--- src/rtl/pb_pkg.sv ---
package pb_pkg;
  typedef enum logic [1:0] {
    ACT_AT_DEBOUNCE = 2'b00,
    ACT_SHORT       = 2'b01,
    ACT_MEDIUM      = 2'b10,
    ACT_LONG        = 2'b11
  } act_sel_e;
endpackage

--- src/rtl/pb_sync.sv ---
module pb_sync #(
  parameter int STAGES = 2
) (
  input  logic clk_i,
  input  logic rst_ni,
  input  logic pin_i,
  output logic pin_o
);
  logic [STAGES-1:0] q;

  generate
    if (STAGES == 1) begin : g_one
      always_ff @(posedge clk_i or negedge rst_ni)
        if (!rst_ni) q <= '1;
        else         q <= pin_i;
    end else begin : g_chain
      always_ff @(posedge clk_i or negedge rst_ni)
        if (!rst_ni) q <= '1;
        else         q <= {q[STAGES-2:0], pin_i};
    end
  endgenerate

  assign pin_o = q[STAGES-1];
endmodule

--- src/rtl/pb_hold_timer.sv ---
module pb_hold_timer #(
  parameter int MAX_TICKS = 6000,
  parameter int CNT_W     = $clog2(MAX_TICKS + 1)
) (
  input  logic             clk_i,
  input  logic             rst_ni,
  input  logic             pressed_i,
  input  logic             tick_i,
  output logic [CNT_W-1:0] cnt_o
);
  localparam logic [CNT_W-1:0] CNT_MAX = CNT_W'(MAX_TICKS);

  always_ff @(posedge clk_i or negedge rst_ni) begin
    if (!rst_ni)                         cnt_o <= '0;
    else if (!pressed_i)                 cnt_o <= '0;
    else if (tick_i && cnt_o != CNT_MAX) cnt_o <= cnt_o + 1'b1;
  end

  AST_CNT_BOUND: assert property (@(posedge clk_i) disable iff (!rst_ni)
    cnt_o <= CNT_MAX) else $error("count above ceiling");
  AST_RELEASE_CLEAR: assert property (@(posedge clk_i) disable iff (!rst_ni)
    !pressed_i |=> cnt_o == '0) else $error("count kept after release");
  AST_TICK_GATE: assert property (@(posedge clk_i) disable iff (!rst_ni)
    (pressed_i && !tick_i) |=> $stable(cnt_o)) else $error("count moved without tick");
endmodule

--- src/rtl/pb_event_decode.sv ---
module pb_event_decode
  import pb_pkg::*;
#(
  parameter int DEBOUNCE_TICKS = 32,
  parameter int ACT1_TICKS     = 500,
  parameter int ACT2_TICKS     = 1000,
  parameter int ACT3_TICKS     = 2000,
  parameter int CYCLE_TICKS    = 4000,
  parameter int OFF_TICKS      = 6000,
  parameter int CNT_W          = $clog2(OFF_TICKS + 1)
) (
  input  logic             clk_i,
  input  logic             rst_ni,
  input  logic             pressed_i,
  input  logic             tick_i,
  input  logic [CNT_W-1:0] cnt_i,
  input  logic [1:0]       act_sel_i,
  input  logic             off_en_i,
  output logic             press_o,
  output logic             activate_o,
  output logic             cycle_o,
  output logic             off_o
);
  localparam logic [CNT_W-1:0] DEB_M1 = CNT_W'(DEBOUNCE_TICKS - 1);
  localparam logic [CNT_W-1:0] A1_M1  = CNT_W'(ACT1_TICKS - 1);
  localparam logic [CNT_W-1:0] A2_M1  = CNT_W'(ACT2_TICKS - 1);
  localparam logic [CNT_W-1:0] A3_M1  = CNT_W'(ACT3_TICKS - 1);
  localparam logic [CNT_W-1:0] OFF_M1 = CNT_W'(OFF_TICKS - 1);
  localparam logic [CNT_W-1:0] CYC_TH = CNT_W'(CYCLE_TICKS);

  act_sel_e         sel;
  logic [CNT_W-1:0] act_m1;
  logic             step;
  logic             hit_deb, hit_act, hit_off;
  logic             off_fired;

  assign sel  = act_sel_e'(act_sel_i);
  assign step = pressed_i && tick_i;

  always_comb begin
    unique case (sel)
      ACT_AT_DEBOUNCE: act_m1 = DEB_M1;
      ACT_SHORT:       act_m1 = A1_M1;
      ACT_MEDIUM:      act_m1 = A2_M1;
      default:         act_m1 = A3_M1;
    endcase
  end

  // a threshold is crossed on the tick that moves the count from N-1 to N
  assign hit_deb = step && cnt_i == DEB_M1;
  assign hit_act = step && cnt_i == act_m1;
  assign hit_off = step && cnt_i == OFF_M1 && off_en_i;

  always_ff @(posedge clk_i or negedge rst_ni) begin
    if (!rst_ni) begin
      press_o    <= 1'b0;
      activate_o <= 1'b0;
      off_o      <= 1'b0;
      cycle_o    <= 1'b0;
      off_fired  <= 1'b0;
    end else begin
      press_o    <= hit_deb;
      activate_o <= hit_act;
      off_o      <= hit_off;
      cycle_o    <= !pressed_i && cnt_i >= CYC_TH && !off_fired;
      if (!pressed_i)   off_fired <= 1'b0;
      else if (hit_off) off_fired <= 1'b1;
    end
  end

  AST_PRESS_PULSE: assert property (@(posedge clk_i) disable iff (!rst_ni)
    press_o |=> !press_o) else $error("press pulse too wide");
  AST_ACT_WHILE_HELD: assert property (@(posedge clk_i) disable iff (!rst_ni)
    activate_o |-> $past(pressed_i)) else $error("activation without press");
  AST_OFF_GATED: assert property (@(posedge clk_i) disable iff (!rst_ni)
    off_o |-> $past(off_en_i) && $past(pressed_i)) else $error("off while disabled");
  AST_CYCLE_ON_RELEASE: assert property (@(posedge clk_i) disable iff (!rst_ni)
    cycle_o |-> $past(!pressed_i)) else $error("cycle while held");
  AST_CYCLE_OFF_EXCL: assert property (@(posedge clk_i) disable iff (!rst_ni)
    !(cycle_o && off_o)) else $error("cycle and off together");
endmodule

--- src/rtl/pb_press_classifier.sv ---
module pb_press_classifier #(
  parameter int DEBOUNCE_TICKS = 32,
  parameter int ACT1_TICKS     = 500,
  parameter int ACT2_TICKS     = 1000,
  parameter int ACT3_TICKS     = 2000,
  parameter int CYCLE_TICKS    = 4000,
  parameter int OFF_TICKS      = 6000,
  parameter int SYNC_STAGES    = 2
) (
  input  logic       clk_i,
  input  logic       rst_ni,
  input  logic       pb_ni,
  input  logic       tick_i,
  input  logic [1:0] act_sel_i,
  input  logic       off_en_i,
  output logic       press_o,
  output logic       activate_o,
  output logic       cycle_o,
  output logic       off_o
);
  localparam int CNT_W = $clog2(OFF_TICKS + 1);

  logic             pin_s;
  logic             pressed;
  logic [CNT_W-1:0] cnt;

  pb_sync #(.STAGES(SYNC_STAGES)) u_sync (
    .clk_i (clk_i),
    .rst_ni(rst_ni),
    .pin_i (pb_ni),
    .pin_o (pin_s)
  );

  assign pressed = !pin_s;

  pb_hold_timer #(.MAX_TICKS(OFF_TICKS), .CNT_W(CNT_W)) u_timer (
    .clk_i    (clk_i),
    .rst_ni   (rst_ni),
    .pressed_i(pressed),
    .tick_i   (tick_i),
    .cnt_o    (cnt)
  );

  pb_event_decode #(
    .DEBOUNCE_TICKS(DEBOUNCE_TICKS),
    .ACT1_TICKS    (ACT1_TICKS),
    .ACT2_TICKS    (ACT2_TICKS),
    .ACT3_TICKS    (ACT3_TICKS),
    .CYCLE_TICKS   (CYCLE_TICKS),
    .OFF_TICKS     (OFF_TICKS),
    .CNT_W         (CNT_W)
  ) u_decode (
    .clk_i     (clk_i),
    .rst_ni    (rst_ni),
    .pressed_i (pressed),
    .tick_i    (tick_i),
    .cnt_i     (cnt),
    .act_sel_i (act_sel_i),
    .off_en_i  (off_en_i),
    .press_o   (press_o),
    .activate_o(activate_o),
    .cycle_o   (cycle_o),
    .off_o     (off_o)
  );

  AST_RESET_QUIET: assert property (@(posedge clk_i)
    !rst_ni |=> !(press_o || activate_o || cycle_o || off_o)) else $error("event out of reset");
endmodule

--- config.mk ---
export PLATFORM = sky130hd
export DESIGN_NAME = pb_press_classifier
export DESIGN_NICKNAME = d
export VERILOG_FILES = /design/src/rtl/pb_pkg.sv /design/src/rtl/pb_sync.sv /design/src/rtl/pb_hold_timer.sv /design/src/rtl/pb_event_decode.sv /design/src/rtl/pb_press_classifier.sv
export SDC_FILE = /design/constraint.sdc
export NUM_CORES = 1
export LEC_CHECK = 0
export BUFFER_PORTS_ARGS = -buffer_cell sky130_fd_sc_hd__buf_2
export CORE_MARGIN = 4
export CORE_UTILIZATION = 57
export CTS_CLUSTER_DIAMETER = 150
export DETAILED_ROUTE_END_ITERATION = 10
export PLACE_DENSITY = 0.77
export REMOVE_ABC_BUFFERS = 1
export SYNTH_ARGS = -nofsm -noshare
export SYNTH_HDL_FRONTEND = slang
export SYNTH_HIERARCHICAL = 1
export SYNTH_SLANG_ARGS = --single-unit
--- constraint.sdc ---
create_clock -name clk_i -period 2.05 [get_ports clk_i]
set_input_delay 0.3075 -clock clk_i [delete_from_list [all_inputs] [get_ports clk_i]]
set_output_delay 0.3075 -clock clk_i [all_outputs]
set_load 0.1 [all_outputs]
==> results of run 1 <==
routing by layer:
metal  track usage (%)  share of wire (%)  up-vias  wire length (um)
li1                  -                  -      495                 -
met1             27.15                 45      484              1181
met2             34.46                 50       33              1310
met3             3.270                4.7        2               124
met4             8.299               0.46        0                12
met5                 0                  0        -                 0
per-stage QoR:
step / hold slack [ns] / utilization, % / cell area (um^2) / setup WS (ns) / power (mW)
5_1_grt: 0.06442 / 68.25 / 1366 / 0.2485 / 0.8323
3_3_place_gp: 0.2743 / 65.13 / 1304 / 0.3212 / 0.4736
2_1_floorplan: 0.01191 / - / 1220 / 0.4807 / 0.4498
6_report: 0.08866 / 68.25 / 1366 / 0.3463 / 0.7965
4_1_cts: 0.07680 / 68.25 / 1366 / 0.3684 / 0.8062
3_5_place_dp: 0.2850 / 65.13 / 1304 / 0.2744 / 0.4776
registers in the layout, indices dropped and copies added, names as in the netlist:
signal / count
u_decode/off_o: 1
u_decode/activate_o: 1
u_decode/cycle_o: 1
u_timer/cnt_o: 13
u_decode/off_fired: 1
u_sync/q: 2
u_decode/press_o: 1
placed cells by master (no fill, tap or decap), types with 2 or more instances in the layout:
| master | netlist | final |
|---|---|---|
| dfrtp_1 | 18 | 18 |
| nand2_1 | 12 | 12 |
| inv_1 | 10 | 10 |
| buf_2 | 0 | 10 |
| a21oi_1 | 8 | 8 |
| ha_1 | 8 | 8 |
| or4_1 | 5 | 5 |
| nand4_1 | 5 | 5 |
| nor2_1 | 4 | 4 |
| o31ai_1 | 4 | 4 |
| mux2i_1 | 4 | 4 |
| clkbuf_4 | 0 | 3 |
| nor3_1 | 3 | 3 |
| nand3_1 | 3 | 3 |
| nor3b_1 | 3 | 3 |
| o21ai_0 | 3 | 3 |
| a41oi_1 | 2 | 2 |
| nor4bb_1 | 2 | 2 |
| nor4b_1 | 2 | 2 |
| o21a_1 | 2 | 2 |
| nor4_1 | 2 | 2 |
| dfstp_2 | 2 | 2 |
| nand2b_1 | 2 | 2 |
| or3_1 | 2 | 2 |
| xnor2_1 | 2 | 2 |
| and3_1 | 2 | 2 |
final cells by class:
cell class,count,area (um^2),area share [%]
clock buffers,3,22.52,1.648
clock inverters,1,30.03,2.198
inverters,11,41.29,3.022
multi-input cells,93,675.6,49.45
flip-flops and latches,20,503.0,36.81
well taps,27,33.78,2.473
repair buffers,11,60.06,4.396
path summary, 6_finish.rpt:
| kind | from | end | slack [ns] | cells after the start |
|---|---|---|---|---|
| setup / recovery | u_timer/cnt_o[0] | u_timer/cnt_o[12] | 0.35 | 4 |
| hold / removal | pb_ni | u_sync/q[0] | 0.09 | 1 |
| setup reg to reg | u_timer/cnt_o[0] | u_timer/cnt_o[12] | 0.35 | 4 |
| hold reg to reg | u_sync/q[0] | u_sync/q[1] | 0.36 | 0 |
| max in group asynchronous | rst_ni | u_sync/q[0] | 1.24 | 2 |
| min in group asynchronous | rst_ni | u_timer/cnt_o[2] | 0.46 | 2 |
worst reg2reg max path, delay by kind of cell, from the launching register on:
family	cells	cell delay, ns
adders and majority gates	1	0.27
DFF	1	0.48
AOI/OAI and AO/OA	1	0.15
and+or+nand+nor	2	0.73
cells in the mapped netlist, drive strengths merged, types with 2 or more instances:
cell type,count,area (um^2)
a41oi,2,17.52
dfstp,2,52.55
nor4,2,12.51
dfrtp,18,450.4
nor3,3,15.01
nor4bb,2,20.02
o31ai,4,30.03
o21ai,3,15.01
inv,10,37.54
mux2i,4,40.04
ha,8,100.1
a21oi,8,40.04
nor2,4,15.01
nand3,3,15.01
o21a,2,15.01
and3,2,12.51
nand4,6,52.55
nand2b,2,12.51
nor4b,2,17.52
nand2,12,45.04
nor3b,3,22.52
xnor2,2,17.52
or4,5,37.54
or3,2,12.51
kinds of logic (layout without fill, tap and decap cells):
logic type               after synthesis  in the layout
adder cells (fa/ha/maj)                8              8
AND/OR/NAND/NOR                       54             54
multiplexers                           4              4
buffers and inverters                 12             26
XOR/XNOR                               3              3
AO/OA/AOI/OAI                         24             24
flip-flops                            20             20
power groups by stage:
stage	registers (mW)	clock network [mW]	logic [mW]
3_5_place_dp	0.417	0	0.0607
4_1_cts	0.409	0.335	0.0622
2_1_floorplan	0.415	0	0.0351
3_3_place_gp	0.417	0	0.0569
6_report	0.410	0.325	0.0617
5_1_grt	0.411	0.352	0.0694
==> flow_metrics.py, run 1 <==
metrics = {
    "status": {
        "status": "finished clean",
    },
    "power": {
        "power_frac_seq_pct": 51.4,
        "swShare_pct": 21.77,
        "p_switching_mw": 0.1734,
        "pwr-share-clk_pct": 40.8,
        "ir_drop_mv": 0.5291,
        "leakage_nw": 0.6102,
        "power.density_nw_per_um2": 583.0,
        "p_int_mw": 0.6231,
        "combPwrFrac_pct": 7.7,
    },
    "final_layout": {
        "num-nets-final": 155,
        "area_growth_syn_to_layout_pct": 11.66,
        "drive_above_1_share_pct": 12.95,
        "antennaDiodeCount": 0,
        "n_fill_cell": 165,
        "finalNonFillerCells": 166,
    },
    "floorplanning": {
        "dieArea_um2": 2952,
        "start_util_pct": 61.13,
        "io_pins": 11,
        "die_w_um": 54.34,
        "rows": 16,
        "core_area_um2": 2002,
        "die_y_um": 54.34,
    },
    "clock_tree": {
        "htreeDepth": 1,
        "clk_pin_slew_worst_paths_ns": 0.12,
        "clk_latency_ns": 0.31,
        "cts_resized": 0,
        "cts_buffer_depth": 2,
        "postCtsHoldBufs": 1,
        "root_buffer": "clkbuf_4",
        "cts_made_buffers": 3,
        "cts_setup_buffers": 0,
        "clock_sinks": 20,
        "tritoncts": "yes",
    },
    "timing": {
        "finalSetupTns_ns": 0,
        "finalHoldViolCount": 0,
        "rsz0062_at_grt": "false",
        "fin_crit_ns": 1.704,
        "worstMarginPinSlew_ns": 0.4938,
        "finClkSkew_ns": 0.006988,
        "finalMaxSlewViolations": 0,
        "min_period_over_period_pct": 83.11,
        "relSlewSlack_pct": 66.63,
        "setup_viol": 0,
        "clock.fmax_ghz": 0.5870,
    },
    "routing": {
        "avgViaCountPerCell": 6.108,
        "vias": 1014,
        "dr.pass1.iters": 4,
        "first_iter_violations": 37,
        "totalWireLength_mm": 2.628,
        "antenna_left": 0,
        "route.detailed.drc": 0,
        "wl_per_cell_um": 15.83,
    },
    "placed_design": {
        "port_buffers": 10,
        "gp_congestion": 0.7936,
        "hpwl_mm": 1.815,
        "place_inst": 161,
    },
    "logic_synthesis": {
        "ys_types": 39,
        "synth-edff-count": 0,
        "synth_ff_type": "dfrtp_1",
        "synth_fa_ha_area_share_pct": 8.180,
        "ys_ff_latch": 20,
        "synth-compound-area-share_pct": 13.80,
        "synth_cells": 125,
        "synth_top_family_by_area": "simple AND/OR/NAND/NOR gates",
        "synth.avg_cell_area_um2": 9.789,
        "seq_area_frac_synth_pct": 41.10,
        "syn-cell-area_um2": 1224,
        "synth-xor-area-share_pct": 2.147,
        "synth-simple-area-share_pct": 27.81,
        "ys_warn_count": 6,
        "muxShareOfSynthArea_pct": 3.272,
        "postSynth.asyncResetShare_pct": 100.0,
    },
    "worst_setup_path": {
        "slowest_stage": "or4_1",
        "crit_family": "simple AND/OR/NAND/NOR gates",
        "slowest_delay_ns": 0.55,
        "cp-start-kind": "flop",
        "cp.buffers_inverters": 0,
        "crit_chain": "ha_1, nand4_4, or4_1, a21oi_1",
        "critPathKind": "reg -> reg",
        "required_ns": 2.28,
        "cp-end-kind": "flop",
        "crit_path_max_fanout": 9,
        "critPathArrivalTime_ns": 1.93,
    },
    "global_routing": {
        "antenna_found_initial": 0,
        "grt_pass1_wl_mm": 4.353,
        "grt_start_max_net_pins": 21,
        "grt_overflow_total": 0,
        "grtUsageTotal_pct": 20.86,
        "grt_pass1_vias": 951,
    },
    "min_path": {
        "hold_path.class": "in -> reg",
    },
    "run": {
        "drv_cap": 0,
    },
}
Note: power is estimated with default switching activity, not from simulation.
==> inputs of run 2 (changes only) <==
--- a/config.mk
+++ b/config.mk
@@ -7,10 +7,10 @@
 export LEC_CHECK = 0
 export BUFFER_PORTS_ARGS = -buffer_cell sky130_fd_sc_hd__buf_2
 export CORE_MARGIN = 4
-export CORE_UTILIZATION = 57
+export CORE_UTILIZATION = 52
 export CTS_CLUSTER_DIAMETER = 150
 export DETAILED_ROUTE_END_ITERATION = 10
-export PLACE_DENSITY = 0.77
+export PLACE_DENSITY = 0.74
 export REMOVE_ABC_BUFFERS = 1
 export SYNTH_ARGS = -nofsm -noshare
 export SYNTH_HDL_FRONTEND = slang
==> constraint.sdc (replaced) <==
create_clock -name clk_i -period 1.53 [get_ports clk_i]
set_input_delay 0.2295 -clock clk_i [delete_from_list [all_inputs] [get_ports clk_i]]
set_output_delay 0.2295 -clock clk_i [all_outputs]
set_load 0.1 [all_outputs]
==> flow_metrics.py, run 2 (synthesized netlist as in run 1, its figures left out) <==
metrics = {
    "status": {
        "status": "complete, but fails checks",
        "violations": "negative setup slack",
    },
    "power": {
        "combPwrFrac_pct": 13.1,
        "ir_drop_mv": 0.5494,
        "power_frac_seq_pct": 58.8,
        "pwr-share-clk_pct": 28.1,
        "swShare_pct": 24.93,
        "p_switching_mw": 0.2330,
        "p_int_mw": 0.7014,
        "power.density_nw_per_um2": 584.8,
        "leakage_nw": 0.7222,
    },
    "worst_setup_path": {
        "worst-r2r-cell-count": 4,
        "crit_chain": "buf_6, nand4_1, or4_4, a21oi_2",
        "crit_path_max_fanout": 6,
        "r2r-start": "u_timer/cnt_o[0]",
        "cp-end-kind": "flop",
        "critPathKind": "reg -> reg",
        "cp-start-kind": "flop",
        "critPathArrivalTime_ns": 1.77,
        "r2r_end": "u_timer/cnt_o[7]",
        "required_ns": 1.76,
        "r2r_slack_ns": -0.02,
        "slowest_delay_ns": 0.56,
        "cp.buffers_inverters": 1,
        "crit_family": "simple AND/OR/NAND/NOR gates",
        "slowest_stage": "or4_4",
    },
    "placed_design": {
        "place_inst": 181,
        "dp_slack_ns": -0.1311,
        "hpwl_mm": 2.078,
        "gp_congestion": 0.7981,
        "port_buffers": 10,
    },
    "clock_tree": {
        "root_buffer": "clkbuf_4",
        "cts_made_buffers": 3,
        "clk_pin_slew_worst_paths_ns": 0.12,
        "htreeDepth": 1,
        "cts_buffer_depth": 2,
        "clk_latency_ns": 0.30,
        "clock_sinks": 20,
        "tritoncts": "yes",
    },
    "final_layout": {
        "num-nets-final": 180,
        "drive_above_1_share_pct": 31.71,
        "antennaDiodeCount": 0,
        "top_regs": "u_timer/cnt_o: 13 flops, u_sync/q: 2 flops",
        "finalNonFillerCells": 192,
        "final_common_cell": "buf_4",
        "top_register": "u_timer/cnt_o",
        "final_cell_mix": "buf_4, dfrtp_1, nand2_1, inv_1, buf_2",
        "area_growth_syn_to_layout_pct": 30.57,
        "largest_reg_flops": 13,
    },
    "min_path": {
        "hold_path.class": "in -> reg",
        "hold_depth": 1,
        "whs_endpoint": "u_sync/q[0]",
        "hold_path.startpoint": "pb_ni",
    },
    "timing": {
        "rsz0062_at_grt": "true",
        "relSlewSlack_pct": 67.57,
        "fin_ws_ns": -0.01746,
        "worstMarginPinSlew_ns": 0.4898,
        "finalHoldViolCount": 0,
        "clock.fmax_ghz": 0.6462,
        "fin_crit_ns": 1.547,
        "min_period_over_period_pct": 101.1,
        "finalMaxSlewViolations": 0,
        "setup_viol": 1,
        "finClkSkew_ns": 0.01153,
    },
    "floorplanning": {
        "start_util_pct": 54.79,
        "core_area_um2": 2233,
        "rows": 17,
        "dieArea_um2": 3193,
        "die_y_um": 56.51,
        "die_w_um": 56.51,
        "io_pins": 11,
    },
    "routing": {
        "dr.pass1.iters": 4,
        "vias": 1165,
        "route.detailed.drc": 0,
        "avgViaCountPerCell": 6.068,
        "antenna_left": 0,
        "totalWireLength_mm": 3.042,
        "first_iter_violations": 37,
        "wl_per_cell_um": 15.84,
    },
    "global_routing": {
        "grtUsageTotal_pct": 19.01,
        "antenna_found_initial": 0,
        "grt_start_max_net_pins": 21,
        "grt_pass1_wl_mm": 4.781,
        "grt_pass1_vias": 1108,
        "grt_overflow_total": 0,
    },
    "run": {
        "drv_cap": 0,
    },
}
-- run 2: changes by cell type in the layout (fill, tap and decap cells not counted), sizes merged --
cell | previous run | this run
buf | 10 | 35
bufinv | 1 | 0
clkbuf | 3 | 4
-- run 2: worst max-delay path by stage --
stage                            startpoint             endpoint  cells past startpoint
after floorplan           u_timer/cnt_o[10]  u_decode/activate_o                      3
final                      u_timer/cnt_o[0]     u_timer/cnt_o[7]                      4
after detailed placement       act_sel_i[1]  u_decode/activate_o                      6
after global placement         act_sel_i[0]  u_decode/activate_o                      5
after CTS                  u_timer/cnt_o[0]    u_timer/cnt_o[12]                      4
after global routing       u_timer/cnt_o[0]     u_timer/cnt_o[7]                      4
-- run 2: cell type report --
class / instances / area (um^2)
clock buffers: 4 / 26.28
fillers: 172 / 635.6
inverters: 11 / 41.29
multi-input cells: 93 / 734.5
flip-flops and latches: 20 / 505.5
well taps: 28 / 35.03
repair buffers: 36 / 255.2
-- run 2: timing repair --
item                                    CTS  global route
setup buffers                             0             6
hold buffers                              1             0
resized for setup                         5             9
pin swaps                                 1            11
endpoints found under the setup margin    5            13
endpoints found under the hold margin    18             0
-- run 2: per-layer routing --
layer  global-route usage [%]  up-vias  part of all wire [%]
met3                    3.448       18                   6.2
li1                         -      547                     -
met1                    21.98      556                    40
met2                    34.32       44                    50
met5                        0        -                     0
met4                    7.119        0                   3.7
-- run 2: stage by stage --
step / hold slack (ns) / cell area [um^2] / setup TNS [ns] / util (%) / total power, mW
finish: 0.01912 / 1598 / -0.01746 / 71.54 / 0.9344
global route: 0.01184 / 1598 / -0.2607 / 71.54 / 0.9800
CTS: 0.01168 / 1511 / -0.009670 / 67.68 / 0.9273
detailed placement: 0.2053 / 1448 / -0.2720 / 64.82 / 0.6589
global placement: 0.2010 / 1448 / -0.07492 / 64.82 / 0.6535
floorplan: -0.06609 / 1220 / 0 / - / 0.6027
-- run 2: power groups by stage --
stage / clock, mW / combinational (mW) / sequential [mW]
6_report: 0.262 / 0.123 / 0.549
5_1_grt: 0.291 / 0.139 / 0.551
4_1_cts: 0.271 / 0.108 / 0.548
3_5_place_dp: 0 / 0.104 / 0.555
3_3_place_gp: 0 / 0.0991 / 0.554
2_1_floorplan: 0 / 0.0471 / 0.556
